`src/rtl/cap_pkg.sv`:
```
package cap_pkg;

  typedef enum logic [1:0] {
    ST_IDLE = 2'd0,
    ST_PRE  = 2'd1,
    ST_POST = 2'd2,
    ST_DONE = 2'd3
  } capState_t;

  typedef struct packed {
    logic stepWe;   // a sample is written this cycle
    logic trigHit;  // trigger accepted this cycle
    logic decPost;  // one post-trigger sample consumed
  } capStrobe_t;

endpackage

```
`src/rtl/cap_ctrl.sv`:
```
module cap_ctrl
  import cap_pkg::*;
(
  input  logic       clk,
  input  logic       rstN,
  input  logic       writeEn,
  input  logic       armEn,
  input  logic       sampleValid,
  input  logic       sweepTrig,
  input  logic       videoTrig,
  input  logic       loadZero,
  input  logic       postLast,
  output capStrobe_t stb,
  output logic       memWe,
  output logic       done
);

  capState_t stateQ, stateD;
  logic sweepQ, videoQ, spentQ, spentD;
  logic trigRise, qualTrig, weNow;

  always_comb begin
    trigRise = (sweepTrig & ~sweepQ) | (videoTrig & ~videoQ);
    weNow    = writeEn && sampleValid &&
               (stateQ == ST_PRE || stateQ == ST_POST);
    qualTrig = writeEn && armEn && !spentQ && trigRise && (stateQ == ST_PRE);
    spentD   = armEn ? (spentQ | qualTrig) : 1'b0;

    stateD = stateQ;
    if (!writeEn) begin
      stateD = ST_IDLE;
    end else begin
      case (stateQ)
        ST_IDLE: stateD = ST_PRE;
        ST_PRE:  if (qualTrig) stateD = loadZero ? ST_DONE : ST_POST;
        ST_POST: if (weNow && postLast) stateD = ST_DONE;
        default: stateD = stateQ;
      endcase
    end
  end

  always_ff @(posedge clk or negedge rstN) begin
    if (!rstN) begin
      stateQ <= ST_IDLE;
      sweepQ <= 1'b0;
      videoQ <= 1'b0;
      spentQ <= 1'b0;
    end else begin
      stateQ <= stateD;
      sweepQ <= sweepTrig;
      videoQ <= videoTrig;
      spentQ <= spentD;
    end
  end

  assign stb.stepWe  = weNow;
  assign stb.trigHit = qualTrig;
  assign stb.decPost = weNow && (stateQ == ST_POST);
  assign memWe       = weNow;
  assign done        = (stateQ == ST_DONE);

  AST_WE_NEEDS_WRITE: assert property (@(posedge clk) disable iff (!rstN)
    memWe |-> (writeEn && $past(writeEn)));

  AST_TRIG_NEEDS_ARM: assert property (@(posedge clk) disable iff (!rstN)
    ($past(stateQ) == ST_PRE && (stateQ == ST_POST || stateQ == ST_DONE))
      |-> $past(armEn));

  AST_DONE_QUIET: assert property (@(posedge clk) disable iff (!rstN)
    done |-> !memWe);

  AST_DONE_DROPS: assert property (@(posedge clk) disable iff (!rstN)
    !writeEn |=> !done);

endmodule

```
`src/rtl/cap_datapath.sv`:
```
module cap_datapath
  import cap_pkg::*;
#(
  parameter int ADDR_W = 15,
  parameter int CNT_W  = 16
) (
  input  logic              clk,
  input  logic              rstN,
  input  capStrobe_t        stb,
  input  logic [CNT_W-1:0]  postCount,
  output logic [ADDR_W-1:0] memAddr,
  output logic [ADDR_W-1:0] trigAddr,
  output logic [ADDR_W-1:0] endAddr,
  output logic              loadZero,
  output logic              postLast
);

  localparam logic [ADDR_W-1:0] ADDR_MAX = '1;
  localparam logic [CNT_W-1:0]  CNT_ONE  = CNT_W'(1);

  logic [ADDR_W-1:0] addrQ, trigAddrQ, endAddrQ, addrNext;
  logic [CNT_W-1:0]  postQ;

  assign addrNext = addrQ + 1'b1;

  always_ff @(posedge clk or negedge rstN) begin
    if (!rstN) begin
      addrQ     <= '0;
      postQ     <= '0;
      trigAddrQ <= '0;
      endAddrQ  <= '0;
    end else begin
      if (stb.stepWe) begin
        addrQ    <= addrNext;
        endAddrQ <= addrQ;
      end
      if (stb.trigHit) begin
        postQ     <= postCount;
        trigAddrQ <= stb.stepWe ? addrNext : addrQ;
      end else if (stb.decPost) begin
        postQ <= postQ - 1'b1;
      end
    end
  end

  assign memAddr  = addrQ;
  assign trigAddr = trigAddrQ;
  assign endAddr  = endAddrQ;
  assign loadZero = (postCount == '0);
  assign postLast = (postQ == CNT_ONE);

  AST_ADDR_WRAP: assert property (@(posedge clk) disable iff (!rstN)
    (stb.stepWe && addrQ == ADDR_MAX) |=> (addrQ == '0));

  AST_ADDR_HOLD: assert property (@(posedge clk) disable iff (!rstN)
    !stb.stepWe |=> $stable(addrQ));

  AST_POST_DEC: assert property (@(posedge clk) disable iff (!rstN)
    stb.decPost |=> (postQ == $past(postQ) - 1'b1));

  AST_END_FOLLOWS: assert property (@(posedge clk) disable iff (!rstN)
    stb.stepWe |=> (endAddrQ == $past(addrQ)));

endmodule

```
`src/rtl/trig_capture_ctrl.sv`:
```
module trig_capture_ctrl
  import cap_pkg::*;
#(
  parameter int ADDR_W = 15,
  parameter int CNT_W  = 16
) (
  input  logic              clk,
  input  logic              rstN,
  input  logic              writeEn,
  input  logic              armEn,
  input  logic              sampleValid,
  input  logic              sweepTrig,
  input  logic              videoTrig,
  input  logic [CNT_W-1:0]  postCount,
  output logic [ADDR_W-1:0] memAddr,
  output logic              memWe,
  output logic [ADDR_W-1:0] trigAddr,
  output logic [ADDR_W-1:0] endAddr,
  output logic              done
);

  capStrobe_t stb;
  logic loadZero, postLast;

  cap_ctrl u_ctrl (
    .clk(clk), .rstN(rstN), .writeEn(writeEn), .armEn(armEn),
    .sampleValid(sampleValid), .sweepTrig(sweepTrig), .videoTrig(videoTrig),
    .loadZero(loadZero), .postLast(postLast), .stb(stb),
    .memWe(memWe), .done(done)
  );

  cap_datapath #(.ADDR_W(ADDR_W), .CNT_W(CNT_W)) u_dp (
    .clk(clk), .rstN(rstN), .stb(stb), .postCount(postCount),
    .memAddr(memAddr), .trigAddr(trigAddr), .endAddr(endAddr),
    .loadZero(loadZero), .postLast(postLast)
  );

endmodule

```
`config.mk`:
```
export PLATFORM = sky130hd
export DESIGN_NAME = trig_capture_ctrl
export DESIGN_NICKNAME = d
export VERILOG_FILES = /design/src/rtl/cap_pkg.sv /design/src/rtl/cap_ctrl.sv /design/src/rtl/cap_datapath.sv /design/src/rtl/trig_capture_ctrl.sv
export SDC_FILE = /design/constraint.sdc
export NUM_CORES = 1
export LEC_CHECK = 0
export BUFFER_PORTS_ARGS = -buffer_cell sky130_fd_sc_hd__buf_4
export CAP_MARGIN = 40
export CORE_UTILIZATION = 38
export CTS_CLUSTER_SIZE = 25
export DETAILED_ROUTE_END_ITERATION = 8
export GPL_TIMING_DRIVEN = 0
export PLACE_DENSITY_LB_ADDON = 0.2
export SLEW_MARGIN = 15
export SYNTH_ARGS = -nofsm -noshare
export SYNTH_HDL_FRONTEND = slang
export SYNTH_HIERARCHICAL = 1
export SYNTH_SLANG_ARGS = --single-unit
```
`constraint.sdc`:
```
create_clock -name clk -period 2.14 [get_ports clk]
set_input_delay 0.642 -clock clk [delete_from_list [all_inputs] [get_ports clk]]
set_output_delay 0.642 -clock clk [all_outputs]
set_load 0.01 [all_outputs]
```
Yosys cells after proc, flatten, opt, wreduce, memory -nomap -nowiden

Cells that the tools add are included.

Register bits after elaboration: 66
Bits of input ports: 23
Output and inout port bits: 47
Word-level logic and storage cells: 46

Add/subtract/negate cells: 2
Equal/unequal tests: 7
Mux-type cells: 9
Bitwise logic cells: 6
Reductions and logical operators: 14

Operator list:

| operator                                              | number |
|---|---|
| 2-to-1 mux 16 bit                                     | 2 |
| equality test 16 x 1 -> 1 bit, second input constant  | 1 |
| zero test 16 bit                                      | 1 |
| subtractor 16 x 1 -> 16 bit, second input constant    | 1 |
| adder 15 x 1 -> 15 bit, second input constant         | 1 |
| 2-to-1 mux 15 bit                                     | 1 |
| logical AND 1 bit                                     | 8 |
| 2-to-1 mux 2 bit                                      | 3 |
| inequality test 3 x 2 -> 1 bit, second input constant | 2 |
| case mux 2 bit (3 select lines)                       | 1 |
| equality test 2 bit, second input constant            | 2 |
| inequality test 4 x 1 -> 1 bit, second input constant | 1 |
| AND reduction 3 bit                                   | 1 |
| AND 1 bit                                             | 2 |
| equality test 2 x 1 -> 1 bit, second input constant   | 1 |
| zero test 2 bit                                       | 1 |
| 2-to-1 mux 1 bit                                      | 2 |
| inverter 1 bit                                        | 2 |
| OR 1 bit                                              | 2 |
| nonzero test 2 bit                                    | 1 |
| zero test 1 bit                                       | 1 |
| logical OR 1 bit                                      | 1 |

Logic depth before layout (Yosys ltp)

Depth after elaboration: 8
Depth in mapped cells: 9
Gate-level depth less buffers: 8

Cells and area by module

The synthesis kept the hierarchy.

By module, submodules not included:

| module       | times used | cells each | area each (um2) | sequential area each (um2) |
|---|---|---|---|---|
| cap_datapath | 1          | 227        | 2756.4          | 1526.5 |
| cap_ctrl     | 1          | 33         | 324.1           | 125.1 |

Worst setup path before layout

No wires, ideal clock.

Path kind: input-to-reg
Start point: input port armEn
End point: register u_dp.trigAddrQ[10], in the netlist u_dp/trigAddr[10]
Library setup time: 125 ps
Arrival time: 2228 ps
Data required time: 2015 ps
Path slack: -213 ps
Stages: 7
Path buffers: 3
Cells stage by stage: or2b_1 > a21oi_2 > and3_1 > buf_4 > clkbuf_1 > clkbuf_1 > mux2_2

Cells in the longest elaborated chain, start to end: 4

Ends and longest elaborated chain:

| what                            | RTL line                | text |
|---|---|---|
| start: declaration              | trig_capture_ctrl.sv:10 | `input logic armEn,` |
| logical AND 1 bit (4 in series) | cap_ctrl.sv:26          | `qualTrig = writeEn && armEn && !spentQ && trigRise && (stateQ == ST_PRE);` |
| via u_ctrl.qualTrig             | cap_ctrl.sv:20          | `logic trigRise, qualTrig, weNow;` |
| end signal: assignment          | cap_datapath.sv:39      | `trigAddrQ <= stb.stepWe ? addrNext : addrQ;` |
| end: declaration                | cap_datapath.sv:21      | `logic [ADDR_W-1:0] addrQ, trigAddrQ, endAddrQ, addrNext;` |

The timed path passes the listed nets, and every way through them passes these cells.
A chain may end at the register's enable or synchronous reset.

==> metrics.txt <==
WL/cell=approximately 14 um; PwrDens=~1100 nW/um^2; Clk Latency, worst-skew pair=0.33 ns; Area Growth Syn to Fin=35.1%; yosys synthesis warning count=6; Synth area leaders=dfrtp_1, mux2_2, xor2_1, nand2_1, ha_1; distinct cell type count after synthesis=40; max_cap viols=0; setup TNS=0 ns; Core Footprint=about 8000 um^2; # placed instances=around 430; routed wl met2=3150 um; Async SR Flop Fraction=100%; Post-Syn Nets=290; Synth Register Bits=66; met3 wire len=about 230 um; routed vias=between 2000 and 2500; DR DRC count=0; HPWL Detailed=~4500 um; Starting Density=just under 40%; worst-margin pin slew=about 0.50 ns; layout cell share with drive strength beyond 1=43.1%; Hold Crit Class=in2async; vias in the first global route=roughly 2200; RSZ-0062 raised after global routing=no; clock-pin slew on the worst setup and hold paths=approximately 0.080 ns; Via density=roughly 5; CTS Buffer Depth=2; DR pass1 iterations=4; GP Congestion=between 0.7 and 0.8; full die area=about 8500 um^2; Site Rows=32; sequential element share of the synthesized area=between 50% and 60%; Rel. slew slack=approximately 66%; Max VDD drop=roughly 0.00042 V; CTS tree=yes; Post-Syn Instances=260; Period minus WS final=between 2 and 2.5 ns; fin nets=378; count of input and output buffers=between 60 and 70; clock skew=around 0.0093 ns; largest net degree at the start of global routing=67; initial antenna violation count=0; Post-Syn Area=approximately 3100 um^2; CP Class=reg2reg; hold slack final=between 0.1 and 0.15 ns; Slew Viols, Final=0; met1 wire length=around 3000 um; total CTS buffers=9; CP Launch Type=flip-flop; pre-CTS setup slack=-0.247 ns; Leak Pwr=~2.0 nW; Die H=approximately 90 um; Final Util=around 54%; GRT Util Overall=between 15 and 20%; number of flops mapped to enable cells by yosys=0; syn avg cell area=between 10 and 15 um^2; global-route wire length before repair=about 11000 um; most frequent cell after synthesis=dfrtp_1; hold_buf cts=0; post-detailed-routing wire length=6480 um; worst path arrival time=2.27 ns; root buf cell=clkbuf_8; fin crit share=a little over nine tenths; H-Tree Level Count=3; Die Width=92.0 um; DR top layer=met4; CP endpoint kind=flip-flop; post-synth top area share=roughly 54%; worst reg2reg startpoint=u_ctrl/stateQ[0]; final setup fails=0; clk sink count=66; status=complete, no violations; ys flop type=dfrtp_1; final worst slack=slightly above 0.09 ns; antenna cells=0; Hold Vio Cnt, Final=0; grt total ovfl=0; crit path from=u_ctrl/stateQ[0]; CP Max Fanout=7; worst endpoint required time=about 2.4 ns; Max Clock Freq=approximately 500 MHz; Yosys top cell by area=dfrtp_1; Final Non-Filler Cells=455; Top-Level Pins=70; synth cell count leaders=dfrtp_1, mux2_2, nand2_1; Iteration-0 DRC Markers=52; Antenna Nets Post-Route=0
worst max-delay path, cell delays in order (launching register included):
cell and delay [ns]:
dfrtp_1 0.36, inv_1 0.08, ha_4 0.29, and3_4 0.20, buf_4 0.13, nand4_4 0.20
nor4_4 0.31, xor2_1 0.11, mux2_2 0.27
per-layer routing:
| metal | track usage [%] | vias to the layer above |
|---|---|---|
| met4 | 5.86 | 0 |
| met2 | 27.2 | 57 |
| met3 | 2.99 | 8 |
| li1 | - | 1096 |
| met5 | 0 | - |
| met1 | 21.4 | 1081 |
cells in the final DEF (no fill, tap or decap), types with 4 or more instances in the layout:
cell and n:
buf_4 80, bufinv_16 4, clkbuf_8 10, dfrtp_1 66, ha_1 6, inv_1 9, mux2_2 31, nand2_1 25
nand3_1 5, nand4_1 6, nor2_1 9, nor4_1 6, o21ai_0 9, o21ai_1 11, xnor2_1 9, xor2_1 17
registers in the layout, summed over array words and instances, names as in the netlist:
signal	count
u_ctrl/spentQ	1
u_ctrl/stateQ	2
u_ctrl/sweepQ	1
u_ctrl/videoQ	1
u_dp/endAddr	15
u_dp/memAddr	15
u_dp/postQ	16
u_dp/trigAddr	15
worst paths after layout:
| kind | endpoint | slack [ns] | depth (start not counted) |
|---|---|---|---|
| min reg2reg | u_ctrl/spentQ | 0.49 | 1 |
| max in group asynchronous | u_dp/postQ[7] | 1.48 | 2 |
| min | u_dp/endAddr[11] | 0.15 | 1 |
| min in group clk | u_ctrl/sweepQ | 0.42 | 1 |
| max reg2reg | u_dp/trigAddr[11] | 0.09 | 8 |
| max | u_dp/trigAddr[11] | 0.09 | 8 |
metrics by stage:
| step | total power [mW] | area, um^2 |
|---|---|---|
| 5_1_grt | 4.73 | 4160 |
| 2_1_floorplan | 2.52 | 3090 |
| 4_1_cts | 4.46 | 4060 |
| 6_report | 4.46 | 4160 |
| 3_5_place_dp | 2.98 | 3740 |
| 3_3_place_gp | 2.94 | 3740 |
area by class of cell:
| cell class | instances | area, um^2 |
|---|---|---|
| Clock inverter | 6 | 138 |
| Sequential cell | 66 | 1650 |
| Tap cell | 102 | 128 |
| Timing Repair Buffer | 77 | 598 |
| Inverter | 9 | 33.8 |
| Clock buffer | 10 | 138 |
| Fill cell | 701 | 3610 |
| Buffer | 9 | 55.1 |
| Multi-Input combinational cell | 176 | 1420 |
power by group:
group / internal [mW] / leakage [nW] / switching [mW] / total, mW
combinational: 0.630 / 0.972 / 0.561 / 1.19
clock: 0.928 / 0.137 / 0.482 / 1.41
sequential: 1.53 / 0.849 / 0.327 / 1.86
logic make-up after synthesis:
kind of cell,Yosys count,synth area share [%]
and+or+nand+nor,84,17.0
adders and majority gates,7,2.84
xor gates and xnor gates,26,7.39
AOI/OAI and AO/OA,27,5.04
muxes,32,11.7
buffers and inverters,18,2.48
DFF,66,53.6
repair_timing:
| action | CTS | global route |
|---|---|---|
| setup buffers | 2 | 5 |
| endpoints found under the setup margin | 29 | 14 |
| gates resized for setup | 7 | 5 |
| pin swaps | 1 | 3 |
No activity file was read; power rests on OpenSTA's default activity.
